`config.mk`:
```
export PLATFORM = sky130hd
export DESIGN_NAME = pause_frame_tx
export DESIGN_NICKNAME = d
export VERILOG_FILES = /design/src/rtl/pft_pkg.sv /design/src/rtl/pft_ticker.sv /design/src/rtl/pft_shifter.sv /design/src/rtl/pft_resp_timer.sv /design/src/rtl/pause_frame_tx.sv
export SDC_FILE = /design/constraint.sdc
export NUM_CORES = 1
export LEC_CHECK = 0
export BUFFER_PORTS_ARGS = -buffer_cell sky130_fd_sc_hd__buf_2
export CORE_MARGIN = 8
export CORE_UTILIZATION = 50
export DETAILED_ROUTE_END_ITERATION = 10
export PLACE_DENSITY = 0.75
export SLEW_MARGIN = 30
export SYNTH_ARGS = -nofsm -noshare
export SYNTH_HDL_FRONTEND = slang
export SYNTH_SLANG_ARGS = --single-unit
```
`constraint.sdc`:
```
create_clock -name clk -period 3.05 [get_ports clk]
set_clock_uncertainty 0.2 [all_clocks]
set_input_delay 0.305 -clock clk [delete_from_list [all_inputs] [get_ports clk]]
set_output_delay 0.305 -clock clk [all_outputs]
set_load 0.1 [all_outputs]
```
`src/rtl/pft_pkg.sv`:
```
package pft_pkg;
  typedef enum logic [1:0] {
    ST_IDLE  = 2'd0,
    ST_PAUSE = 2'd1,
    ST_HOLD  = 2'd2,
    ST_TAIL  = 2'd3
  } tx_state_e;
endpackage

```
`src/rtl/pft_ticker.sv`:
```
module pft_ticker #(
  parameter int TICK_W = 8
) (
  input  logic              clk,
  input  logic              rst_n,
  output logic [TICK_W-1:0] tick_o
);
  logic [TICK_W-1:0] tick_q, tick_d;

  always_comb tick_d = tick_q + TICK_W'(1);

  always_ff @(posedge clk or negedge rst_n) begin
    if (!rst_n) tick_q <= '0;
    else        tick_q <= tick_d;
  end

  assign tick_o = tick_q;
endmodule

```
`src/rtl/pft_shifter.sv`:
```
module pft_shifter #(
  parameter int DATA_W = 32,
  parameter int NB_W   = 6
) (
  input  logic              clk,
  input  logic              rst_n,
  input  logic              load_i,
  input  logic              shift_i,
  input  logic [DATA_W-1:0] data_i,
  input  logic [NB_W-1:0]   nbits_i,
  output logic              bit1_o,
  output logic              last_o
);
  localparam logic [NB_W-1:0] MAX_N = NB_W'(DATA_W);

  logic [DATA_W-1:0] word_q, word_d;
  logic [NB_W-1:0]   left_q, left_d;
  logic [NB_W-1:0]   n_clamped;
  logic              en;

  always_comb begin
    n_clamped = (nbits_i > MAX_N) ? MAX_N : nbits_i;
    en        = load_i | shift_i;
    word_d    = word_q;
    left_d    = left_q;
    if (load_i) begin
      word_d = data_i;
      left_d = n_clamped;
    end else if (shift_i) begin
      word_d = word_q >> 1;
      left_d = left_q - NB_W'(1);
    end
  end

  always_ff @(posedge clk or negedge rst_n) begin
    if (!rst_n) begin
      word_q <= '0;
      left_q <= '0;
    end else if (en) begin
      word_q <= word_d;
      left_q <= left_d;
    end
  end

  assign bit1_o = word_q[1];
  assign last_o = (left_q == NB_W'(1));
endmodule

```
`src/rtl/pft_resp_timer.sv`:
```
module pft_resp_timer #(
  parameter int TIMER_W = 12
) (
  input  logic               clk,
  input  logic               rst_n,
  input  logic               clr_i,
  output logic [TIMER_W-1:0] cnt_o
);
  logic [TIMER_W-1:0] cnt_q, cnt_d;
  logic               en;

  always_comb begin
    en    = clr_i | ~(&cnt_q);
    cnt_d = clr_i ? '0 : cnt_q + TIMER_W'(1);
  end

  always_ff @(posedge clk or negedge rst_n) begin
    if (!rst_n)  cnt_q <= '0;
    else if (en) cnt_q <= cnt_d;
  end

  assign cnt_o = cnt_q;
endmodule

```
`src/rtl/pause_frame_tx.sv`:
```
module pause_frame_tx #(
  parameter int DATA_W      = 32,
  parameter int NB_W        = $clog2(DATA_W + 1),
  parameter int PAUSE_TICKS = 4,
  parameter int ZERO_TICKS  = 10,
  parameter int ONE_TICKS   = 16,
  parameter int TIMER_W     = 12
) (
  input  logic               clk,
  input  logic               rst_n,
  input  logic               start_i,
  input  logic [DATA_W-1:0]  data_i,
  input  logic [NB_W-1:0]    nbits_i,
  input  logic               ks_bit_i,
  output logic               ks_adv_o,
  output logic               carrier_o,
  output logic               busy_o,
  output logic               done_o,
  output logic [TIMER_W-1:0] resp_cnt_o
);
  import pft_pkg::*;

  // Periods must exceed the pause by at least two cycles so the keystream
  // step lands strictly before the next sampling edge.
  localparam int MAX_DUR = (ONE_TICKS > ZERO_TICKS) ? ONE_TICKS : ZERO_TICKS;
  localparam int TICK_W  = $clog2(MAX_DUR + 1) + 1;
  localparam logic [TICK_W-1:0] PAUSE_LAST = TICK_W'(PAUSE_TICKS - 1);
  localparam logic [TICK_W-1:0] ADV_AT     = TICK_W'(PAUSE_TICKS);
  localparam logic [TICK_W-1:0] ONE_LAST   = TICK_W'(ONE_TICKS - 1);
  localparam logic [TICK_W-1:0] ZERO_LAST  = TICK_W'(ZERO_TICKS - 1);

  tx_state_e         state_q, state_d;
  logic [TICK_W-1:0] tick, t0_q, t0_d, elapsed, end_at;
  logic              long_q, long_d, long_en;
  logic              t0_en, done_q, done_d;
  logic              sh_load, sh_shift, sh_bit1, sh_last;
  logic              resp_clr;

  pft_ticker #(.TICK_W(TICK_W)) ticker_i (
    .clk    (clk),
    .rst_n  (rst_n),
    .tick_o (tick)
  );

  pft_shifter #(.DATA_W(DATA_W), .NB_W(NB_W)) shifter_i (
    .clk     (clk),
    .rst_n   (rst_n),
    .load_i  (sh_load),
    .shift_i (sh_shift),
    .data_i  (data_i),
    .nbits_i (nbits_i),
    .bit1_o  (sh_bit1),
    .last_o  (sh_last)
  );

  pft_resp_timer #(.TIMER_W(TIMER_W)) resp_i (
    .clk   (clk),
    .rst_n (rst_n),
    .clr_i (resp_clr),
    .cnt_o (resp_cnt_o)
  );

  // Elapsed time inside the current period, from the stored timestamp.
  always_comb begin
    elapsed = tick - t0_q;
    end_at  = long_q ? ONE_LAST : ZERO_LAST;
  end

  // Next-state and control decode.
  always_comb begin
    state_d  = state_q;
    sh_load  = 1'b0;
    sh_shift = 1'b0;
    t0_en    = 1'b0;
    long_en  = 1'b0;
    long_d   = long_q;
    done_d   = 1'b0;
    resp_clr = 1'b0;
    unique case (state_q)
      ST_IDLE: begin
        if (start_i) begin
          sh_load = 1'b1;
          t0_en   = 1'b1;
          if (nbits_i == '0) begin
            state_d = ST_TAIL;
          end else begin
            state_d = ST_PAUSE;
            long_en = 1'b1;
            long_d  = data_i[0] ^ ks_bit_i;
          end
        end
      end
      ST_PAUSE: begin
        if (elapsed == PAUSE_LAST) state_d = ST_HOLD;
      end
      ST_HOLD: begin
        if (elapsed == end_at) begin
          sh_shift = 1'b1;
          t0_en    = 1'b1;
          if (sh_last) begin
            state_d = ST_TAIL;
          end else begin
            state_d = ST_PAUSE;
            long_en = 1'b1;
            long_d  = sh_bit1 ^ ks_bit_i;
          end
        end
      end
      ST_TAIL: begin
        if (elapsed == PAUSE_LAST) begin
          state_d  = ST_IDLE;
          done_d   = 1'b1;
          resp_clr = 1'b1;
        end
      end
      default: state_d = ST_IDLE;
    endcase
    t0_d = tick + TICK_W'(1);
  end

  always_ff @(posedge clk or negedge rst_n) begin
    if (!rst_n) begin
      state_q <= ST_IDLE;
      done_q  <= 1'b0;
    end else begin
      state_q <= state_d;
      done_q  <= done_d;
    end
  end

  always_ff @(posedge clk or negedge rst_n) begin
    if (!rst_n)     t0_q <= '0;
    else if (t0_en) t0_q <= t0_d;
  end

  always_ff @(posedge clk or negedge rst_n) begin
    if (!rst_n)       long_q <= 1'b0;
    else if (long_en) long_q <= long_d;
  end

  assign carrier_o = (state_q != ST_PAUSE) && (state_q != ST_TAIL);
  assign busy_o    = (state_q != ST_IDLE);
  assign ks_adv_o  = (state_q == ST_HOLD) && (elapsed == ADV_AT);
  assign done_o    = done_q;
endmodule

```
==> reports/summary.md, run 1 <==
The run finished with clean final reports. Relative to the synthesized area, the layout overhead comes to 26.2%. The minimum setup slack among reg-to-reg paths was 0.11 ns. The detailed router finished its first iteration with 156 violations. The startpoint identified for the worst hold timing path is data_i[22]. The die span in y works out to 97.2 um. The share of final-layout standard cells stronger than drive strength 1 is 23.6%. The sum of routed wire length over all layers is 7.81 mm, and the measured slew at the worst slew-check pin is 0.701 ns. After routing, the total negative slack on setup checks comes to 0 ns.

Data on the critical path arrives at its endpoint at 2.48 ns. Registers take 0.00163 mm^2. The run gives 29 as the floorplan row count. Dividing the detail-routed via count by the number of cells gives 5.60. By area the synthesized netlist is led by dfrtp_1 49%, nand2_1 8.1%, a31oi_1 6.5%. After clock tree synthesis, the clock-pin slew on the worst setup and hold paths is 0.08 ns. The tools report the detailed-route DRC error count as 0. Across every metal layer, demand over resource in global routing totals 16.7%. The Yosys warning count was 0.

The vias after detailed routing was 2,875; the power density normalized to cell area was 984 mW/mm^2. The total overflow reported by the global router came out at 0. The critical path starts at ticker_i.tick_o[0].

The worst hold path belongs to the class primary input to flop. The run gives 0.00635 mm^2 as the core area. TritonCTS built the clock tree. The total clock buffers created by CTS is 9.

The tools report the weighted congestion at the end of routability-driven global placement as 0.798. The tools report the post-layout utilization of the core as 65.4%. The biggest area contributor in the post-synthesis netlist is dfrtp_1. The worst setup path is launched from a flop.

In this run, synthesis inferred 0 flip-flops with an integrated enable. For the worst-skew pair, the clock arrives at the later sink with an insertion delay of 0.35 ns. The logs give 0.00329 mm^2 for the post-synth design cell area and 0.823 mV for the worst IR drop on VDD. The number of hold-slack violations in the final timing report came out at 0.

The post-DP HPWL was 5.14 mm. The tools report the total iterations of the first detailed-routing run as 4. The area share of the leading cell type in the synthesized netlist works out to 49.4%.

The detail route stage leaves a number of antenna-violating nets equal to 0. The most used flip-flop cell after synthesis is dfrtp_1. The number of global-route vias before repair was 2,915. Buffers placed on the I/O ports in this run total 57. For this run, asynchronously set or reset flops after synthesis account for 100%.

The layer flagged by global routing as most heavily used is met2. For the pin count of the biggest net entering global routing, the log shows 41. The smallest clock period supported by the final layout is computed as 2.99 ns. In the global route stage, met1 resource usage came out at 20.4%.

The share of the clock period used by the worst path works out to 97.9%. For the worst endpoint required time, the log shows 2.54 ns. The worst register-to-register path begins at ticker_i.tick_o[0]. The routing usage on met2 was 26.6%; the biggest fanout along the worst timing path was 2.

The logs give 0.0150 ns for the worst hold margin and 2 for the maximum root-to-sink buffer count. The H-tree generated during clock tree synthesis spans 3 levels. The tools report the cell at the root of the clock tree as clkbuf_8. Die extent in x: 97.2 um. The run gives 53.3% as the headroom to the max-slew limit.

For the number of fill cells in the layout, the log shows 460. The floorplan step defined a die boundary enclosing 0.00944 mm^2. STA classifies the critical path endpoint as a primary output. For the area taken by multi-input logic gates, the log shows 0.00160 mm^2.

Each instance of the synthesized netlist takes up on average 9.17 um^2. Antenna cell count: 0. The first global-routing pass estimated 13.3 mm of wire.

Based on the critical path, the design can be clocked at up to 335 MHz. For the number of antenna violations at the first check in global routing, the log shows 0. By count the netlist is led by 71 x nand2_1, 65 x dfrtp_1, 48 x nor2_1.

58 I/O pins were placed. Once the floorplan was initialized, standard cells occupied 51.9% of the core. Number of max-capacitance violations reported: 0.

By instance count, the leading cell after synthesis is nand2_1. The logs give 49.4% for the sequential element share of the synthesized area and 0 for the final number of setup-violating endpoints. Clock sink count: 65. In the final design database the tool counted 483 nets. The run gives 411 as the net count after synthesis. The class of the most critical setup path was flop to primary output. The number of synthesized register bits was 65; the routing usage on met3 was 5.19%.

The number of different library cells used by synthesis comes to 40. The logs give 359 for the instance count of the mapped netlist and 1.94 nW for the leakage power summed over all cells. For the final-report max-slew violation count, the log shows 0.

In the final routed layout, each cell accounts on average for 15.2 um.
-- layout make-up --
cell class / count / area share (%)
Sequential cell: 65 / 39.1
Multi-Input combinational cell: 265 / 38.4
Timing Repair Buffer: 77 / 12.9
Clock buffer: 10 / 3.31
Clock inverter: 6 / 2.74
Tap cell: 77 / 2.32
Inverter: 13 / 1.17
-- power breakdown --
part           switching [mW]  internal, mW
sequential              0.261          1.20
combinational            1.12         0.579
clock                   0.359         0.568
-- registers in the layout, indices dropped and copies added (netlist names) --
register and count:
state_q 2, done_o 1, shifter_i.left_q 6, shifter_i.word_q 31, t0_q 6, resp_i.cnt_o 12
ticker_i.tick_o 6, long_q 1
-- layer usage --
layer  share of wire, %  vias to the layer above
met2                 48                       86
met1                 44                     1396
met5                  0                        -
li1                   -                     1382
met4                1.7                        0
met3                6.2                       11
-- critical path, stage by stage, from the launching register on --
cell and delay (ns):
dfrtp_1 0.40, inv_2 0.08, ha_4 0.13, inv_2 0.04, fa_2 0.35, a21o_1 0.20
a21oi_4 0.16, xor2_2 0.19, o21ai_2 0.10, nor4_4 0.27, buf_12 0.21
-- timing repair --
| item | 4_1_cts | 5_1_grt |
|---|---|---|
| hold endpoints to repair | 32 | 0 |
| cloned | 0 | 2 |
| setup endpoints to repair | 1 | 40 |
| hold buffers | 4 | 0 |
| buffers inserted | 4 | 2 |
| pin swaps | 6 | 4 |
| resized for setup | 5 | 3 |
-- cell usage in the layout (no fill, tap or decap), types with 4 or more instances in the layout --
cell type      instances
nand2_1               70
dfrtp_1               65
buf_2                 56
nor2_1                48
a31oi_1               34
xor2_1                12
inv_1                 11
a21oi_1               10
nand3_1               10
clkbuf_8              10
buf_4                 10
xnor2_1                9
nor3_1                 8
ha_1                   8
o21ai_1                6
mux2_1                 5
nand4_1                5
and3_1                 4
dlygate4sd3_1          4
buf_12                 4
-- final timing paths --
path,to,depth (start not counted)
min reg2reg,t0_q[2],1
max,ks_adv_o,10
max in group asynchronous,shifter_i.word_q[13],3
min,shifter_i.word_q[22],3
max reg2reg,shifter_i.word_q[1],13
min in group asynchronous,shifter_i.left_q[4],2
-- stage by stage --
stage	cells	cell area [um^2]	total power, mW	worst slack [ns]
2_1_floorplan	359	3320	2.71	-0.226
3_3_place_gp	485	3720	3.01	0.195
3_5_place_dp	485	3720	3.07	0.166
4_1_cts	509	4060	4.07	-0.0371
5_1_grt	513	4160	4.35	-0.0392
6_report	513	4160	4.09	0.0626
-- cell families after synthesis --
kind of cell / after synthesis / synth area share [%]
flip-flops: 65 / 49.4
AO/OA/AOI/OAI: 60 / 11.0
buffers and inverters: 29 / 4.03
XOR/XNOR: 23 / 6.35
AND/OR/NAND/NOR: 164 / 22.6
adder cells (fa/ha/maj): 10 / 4.03
multiplexers: 8 / 2.62
Note: power is estimated with default switching activity, not from simulation.
==> run 2: changes to the inputs <==
Settings changed: CORE_MARGIN 8 to unset.
==> run 2 against run 1 <==
Sequential share of layout area is 0.81 points higher. Register-to-register slack got worse by 0.04 ns. Critical path type is now flop to flop. Non-clock buffer count unchanged. Clock power decreased by 27%. Via count shrank 0.59%. Power fell by 4.3%. Maximum frequency rose by 0.10%. First-iteration DRC count is 1.3% lower. Global-route usage is 7.0 points higher.
==> reports/summary.md, run 2 (synthesis gave the netlist of run 1 again) <==
The flow ran to the end, and the final reports show no timing, DRC or antenna violations. STA classifies the critical path startpoint as a flop. The finished cells cover 0.00407 mm^2.

Summed over all layers, the global routing overflow is 0. STA puts the critical path data arrival time at 3.00 ns. After legalization and detailed placement, the total HPWL measured 4.88 mm.

For the number of placed instances, taps included, the log shows 485. Dividing total power by cell area gives a power density of 961 mW/mm^2. Global routing consumed, over all layers together, 23.7% of the routing resources. The clock latency of the later-clocked register in the worst-skew pair is 0.34 ns. For this run, the slowest stage of the critical path takes 0.39 ns. The first detailed-routing pass took 5 iterations. At the end of routability-driven placement, the weighted congestion stood at 0.850. Setup violations remaining at the end of the flow were counted as 0.

Fill cells in the final layout number 515. Class of the most critical setup path: flop to flop. Static timing analysis puts the maximum clock frequency at 335 MHz. The finished layout holds 513 standard cells, fillers aside. The number of flip-flops in the largest register is 31, and the antenna cell count is 0. The number of nets at the end of the flow is 483, and the worst hold margin is 0.0105 ns. In this run the static leakage power is 1.91 nW.

In this run the remaining antenna-violating nets after routing total 0. Clock-pin slew was measured on the worst setup and hold paths at 0.07 ns. The run gives 37.6% as the routing usage on met2. The top cell types in the final layout, fill and taps aside, are 70 x nand2_1, 65 x dfrtp_1, 56 x buf_2. The die span in y works out to 83.2 um.

The library cell used most frequently in the layout, excluding fill and tap cells, is nand2_1. Biggest fanout along the worst timing path: 5. The register with the most flip-flops was shifter_i.word_q. At the worst endpoint, the required time is 3.07 ns.

The run gives 0 as the number of antenna violations at the first check in global routing. In the final layout, the share of cells above drive strength 1 is 24.5%. For the floorplan row count, the log shows 29. Timing analysis after detailed placement gives a worst setup slack of 0.0965 ns. The critical path goes through inv_2 -> ha_4 -> inv_2 -> fa_2 -> buf_4 -> xnor2_4 -> mux2i_2 -> nor4_4 -> nand3_2 -> buf_4 -> o22ai_1 -> mux2_2. The nature of the critical path endpoint is a flop. In the finished design, the share of the clock period the worst path needs comes to 97.8%. The die is 83.2 um wide. Setup repair after global routing could not meet its margin everywhere. The final layout contains routed wiring with a total length of 7.64 mm. The tree built by TritonCTS fans out to 65 sinks. The global-route wire length before repair was 13.1 mm; the average via count per standard cell was 5.57. For the pin with the worst max-slew slack, the measured transition is 0.780 ns. The layer flagged by global routing as most heavily used is met2.

The run gives 58 as the total I/O pin count. Minimum period implied by the final worst setup slack: 2.98 ns. The cell sitting at the root of the clock tree is a clkbuf_8. The slowest stage of the critical path belongs to the cell dfrtp_1. In this run the number of H-tree levels came out at 3.

The detailed-route DRC error count was 0; the final-report max-slew violation count was 0. TritonCTS built the clock tree. In the final routed layout, each cell accounts on average for 14.9 um.

The placed instances occupy a cell area of 0.00372 mm^2. The core region is 0.00635 mm^2. The power consumption is 3.91 mW, and the pin count of the biggest net entering global routing is 68.

The clock passes through at most 2 buffers. The tools report the number of max-capacitance violations reported as 0. The number of global-route vias before repair is 2,907.

The logs give 2,858 for the vias after detailed routing and 0 for the number of hold-slack violations in the final timing report. The number of port buffers came out at 57. Count of routing violations after the opening detailed-route iteration: 154. The floorplan die area is 0.00691 mm^2, and the total clock buffers created by CTS is 9. The worst path setup slack after routing was 0.0657 ns.

The logs give 0 ns for the total negative slack for setup checks and 64.1% for the post-layout utilization of the core. Across the VDD grid, the largest voltage drop is 0.766 mV. The met1 demand-to-capacity share in global routing came out at 30.9%. The worst pin sits at a relative slew slack of 48.0%. The class of the most critical hold timing path is primary input to flop. The starting density of the core came out at 51.9%. Compared with the post-synthesis result, the final layout area differs by 23.6%. For this run, global-route usage on met3 was measured as 5.57%.
[run 2: changes by cell type in the layout (fill, tap and decap cells not counted), sizes merged]
cell	change
bufinv	-3
clkbuf	+1
clkinv	+2
buf	+3
dlygate4sd3	-2
clkinvlp	-1
[run 2: path summary, 6_finish.rpt]
| kind | start | endpoint | slack, ns | depth (start not counted) |
|---|---|---|---|---|
| max | ticker_i.tick_o[0] | long_q | 0.07 | 12 |
| min | nbits_i[5] | shifter_i.left_q[5] | 0.01 | 3 |
| max reg2reg | ticker_i.tick_o[0] | long_q | 0.07 | 12 |
| min reg2reg | t0_q[3] | t0_q[3] | 0.29 | 1 |
| max in group asynchronous | rst_n | state_q[1] | 1.63 | 3 |
| min in group asynchronous | rst_n | shifter_i.word_q[5] | 0.39 | 2 |
[run 2: area by class of cell]
type	instances	area, um^2	share of cell area (%)
flip-flops and latches	65	1630	40.0
multi-input cells	265	1620	39.7
repair buffers	77	502	12.3
clock buffers	12	155	3.81
well taps	77	96.3	2.37
inverters	13	48.8	1.20
clock inverters	4	26.3	0.645
[run 2: power breakdown]
part	internal, mW	leakage, nW	switching [mW]	total (mW)
registers	1.20	0.744	0.260	1.46
logic	0.615	1.07	1.16	1.78
clock network	0.340	0.0928	0.333	0.673
total	2.15	1.91	1.76	3.91
[run 2: what timing repair did]
item,CTS,global route
gates resized for setup,5,7
hold buffers,2,0
buffers inserted,6,3
hold endpoints to repair,33,0
gates cloned,0,1
endpoints found under the setup margin,1,41
pin swaps,6,8
[run 2: critical path: cells and delay by family (launching register included)]
kind | cells | cell delay [ns]
xor+xnor | 1 | 0.14
flops | 1 | 0.39
compound gates | 1 | 0.13
fa+ha+maj | 2 | 0.47
mux | 2 | 0.54
simple gates | 2 | 0.51
buf+inv | 4 | 0.47
[run 2: metal layers]
metal / vias to the layer above / part of all wire [%]
li1: 1384 / -
met1: 1383 / 43
met2: 77 / 50
met3: 14 / 4.4
met4: 0 / 2.2
met5: - / 0
==> run 3: changes to the inputs <==
Settings changed: REMOVE_ABC_BUFFERS set to 1.
==> run 3 against run 2 <==
The run now ends with setup timing left. Core utilization up 3.9 points. Via count up 4.3%. Sequential power about the same. Final area up 6.1%. Count of clock-buffer cells in the layout down 1. First-iteration DRC count up 16%. Combinational power up 12%. Highest routed layer unchanged.
==> reports/summary.md, run 3 (synthesis gave the netlist of run 1 again) <==
More flip-flops sit in one register than any other, and that register is shifter_i.word_q. The path with the worst hold slack has its endpoint at shifter_i.word_q[14]. The tree built by TritonCTS fans out to 65 sinks. Entering global routing, the biggest net connects 37 pins. At the worst endpoint, the arrival time is 2.69 ns.

The number of port buffers was 57; the level count of the clock H-tree was 3. Layout overhead on the synthesized area: 31.2%. The logs give 313 MHz for the maximum clock rate and 2.54 ns for the worst endpoint required time. The detailed-route DRC error count was 0; the cell depth of the worst min-delay path was 3.

The run gives 0 as the number of antenna violations at the first check in global routing. The power density normalized to cell area was 988 mW/mm^2. The kind of start point of the critical path is a flop.

The clock-pin slew on the worst setup and hold paths was 0.07 ns; the total placed instance area was 0.00370 mm^2. The slowest stage cell on the critical path is dfrtp_1. The first global-routing pass estimated 13.1 mm of wire.

For the number of fill cells in the layout, the log shows 487. Setup violations remaining at the end of the flow were counted as 25. Summing internal, switching and leakage power gives 4.27 mW.

After global routing the overflow that remains totals 0. Class of the most critical setup path: flop to primary output. In this run the remaining antenna-violating nets after routing total 0. The vias after detailed routing is 2,982, and the buffering stage count on the worst path with inverters included is 4. Class of the most critical hold timing path: primary input to flop. The start point of the worst hold path is data_i[14]. The maximum root-to-sink buffer count came out at 2. Headroom to the max-slew limit came out at 52.7%.

The startpoint identified for the worst register-to-register timing path is ticker_i.tick_o[0]. For the number of hold-slack violations in the final timing report, the log shows 0. Leakage power summed over all cells: 2.02 nW. The core area was 0.00635 mm^2; the floorplan die area was 0.00691 mm^2.

The global routing stage identified its most utilized layer as met2. The number of max-capacitance violations reported is 0, and the worst IR drop on VDD is 0.893 mV. The tools report the number of placed instances, taps included as 487. The die span in y is 83.2 um. Hold is met by 0.0132 ns. The routed design has 8.61 mm of wire. In this run the worst path has a maximum fanout of 2.

58 I/O pins were placed. For this run, the post-layout net count is 497. STA classifies the critical path endpoint as a primary output.

The family of cells with the greatest summed delay on the critical path was compound AO/OA/AOI/OAI gates. The average wire per cell in the routed design works out to 16.4 um. For the pin with the worst max-slew slack, the measured transition is 0.699 ns.

For the routing usage on met3, the log shows 3.98%. Minimum setup slack among reg-to-reg paths: -0.09 ns. The run gives 0.00168 mm^2 as the area taken by multi-input logic gates. Routability-driven placement finished with a final weighted congestion of 0.803. The flow ran to the end, but the final reports show violations.

The antenna cell count was 0; the post-DP HPWL was 4.88 mm. Final-report max-slew violation count: 0. The checks that failed: setup timing. In this run the horizontal extent of the chip is 83.2 um.

The most numerous cell type found on the critical path is inv_2. Excluding fillers, the count of instances in the completed layout stands at 525. The met1 demand-to-capacity share in global routing came out at 32.0%. In this run the critical register-to-register path is captured at shifter_i.left_q[1]. The number of flip-flops in the largest register was 31; the summed area of non-filler cells in the final layout was 0.00432 mm^2. TritonCTS built the clock tree. The signal on the critical path passes through inv_2 -> ha_4 -> inv_2 -> fa_2 -> a21o_1 -> a21oi_2 -> xor2_1 -> o21ai_2 -> nor4_2 -> buf_4 -> buf_12. For the minimum setup slack after placement, the log shows -0.108 ns.

The root buffer cell chosen for the clock tree is clkbuf_8. The largest single stage delay on the critical path is 0.40 ns. For the number of global-route vias before repair, the log shows 2,731. For the worst-skew pair, the clock arrives at the later sink with an insertion delay of 0.35 ns. Of the available clock period, the critical path in the final layout requires 105%. The library cells used most frequently in the layout, excluding fill and tap cells, are 69 x nand2_1, 65 x dfrtp_1, 56 x buf_2. Dividing the detail-routed via count by the number of cells gives 5.68. The minimum period implied by the final worst setup slack was 3.20 ns. The share of final-layout standard cells stronger than drive strength 1 is 27.5%.

Once the floorplan was initialized, standard cells occupied 51.9% of the core. The floorplan has 29 rows. Leaving out fill and tap cells, the most frequent cell in the layout is nand2_1. The count of routing violations after the opening detailed-route iteration is 178. The storage element area is 0.00163 mm^2, and the routing usage on met2 is 38.0%.

Measured in cells, the most critical reg-to-reg path has a length of 13. For the total clock buffers created by CTS, the log shows 9. The tools report the total iterations of the first detailed-routing run as 4. Setup repair after global routing could not meet its margin everywhere. The run gives -0.146 ns as the worst path setup slack after routing. The run gives 24.0% as the global-route usage over all layers.
==> run 3: changes by cell type in the layout (fill, tap and decap cells not counted), moves of 2 or more <==
cell       delta
buf_4         +9
buf_6         +3
bufinv_16     +2
clkbuf_16     +2
==> run 3: how the worst max path moves through the flow <==
stage,from,endpoint,depth (start not counted)
CTS,ticker_i.tick_o[0],ks_adv_o,11
detailed placement,ticker_i.tick_o[0],ks_adv_o,11
finish,ticker_i.tick_o[0],ks_adv_o,11
global route,ticker_i.tick_o[0],ks_adv_o,11
global placement,ticker_i.tick_o[0],ks_adv_o,11
floorplan,ticker_i.tick_o[0],ks_adv_o,9
==> run 3: area by class of cell <==
class                           count  area share, %
Clock buffer                       11           3.50
Inverter                           13           1.13
Tap cell                           77           2.23
Clock inverter                      3           1.51
Multi-Input combinational cell    265           39.0
Timing Repair Buffer               91           15.0
Sequential cell                    65           37.6
==> run 3: what timing repair did <==
item	in CTS	in global routing
endpoints found under the hold margin	26	0
buffers inserted	12	8
pin swaps	6	23
gates cloned	0	5
resized for setup	9	25
endpoints found under the setup margin	5	45
hold buffers	2	0
==> run 3: layer usage <==
metal  share of wire [%]  vias up
met5                   0        -
met4                 3.1        0
li1                    -     1415
met1                  42     1432
met2                  49      110
met3                 6.0       25
==> run 3: worst min-delay path: stages <==
cell	delay, ns
buf_2	0.09
nor2_1	0.09
a31oi_1	0.04
==> run 3: metrics by stage <==
stage	util, %	TNS, ns
2_1_floorplan	-	-7.73
3_3_place_gp	58.2	0
3_5_place_dp	58.2	-0.108
4_1_cts	63.8	-0.0524
5_1_grt	68.0	-4.88
6_report	68.0	-0.987
==> run 3: where the power goes <==
group	internal [mW]	total [mW]	switching, mW
Sequential	1.20	1.46	0.259
Combinational	0.720	1.99	1.27
Clock	0.494	0.819	0.324
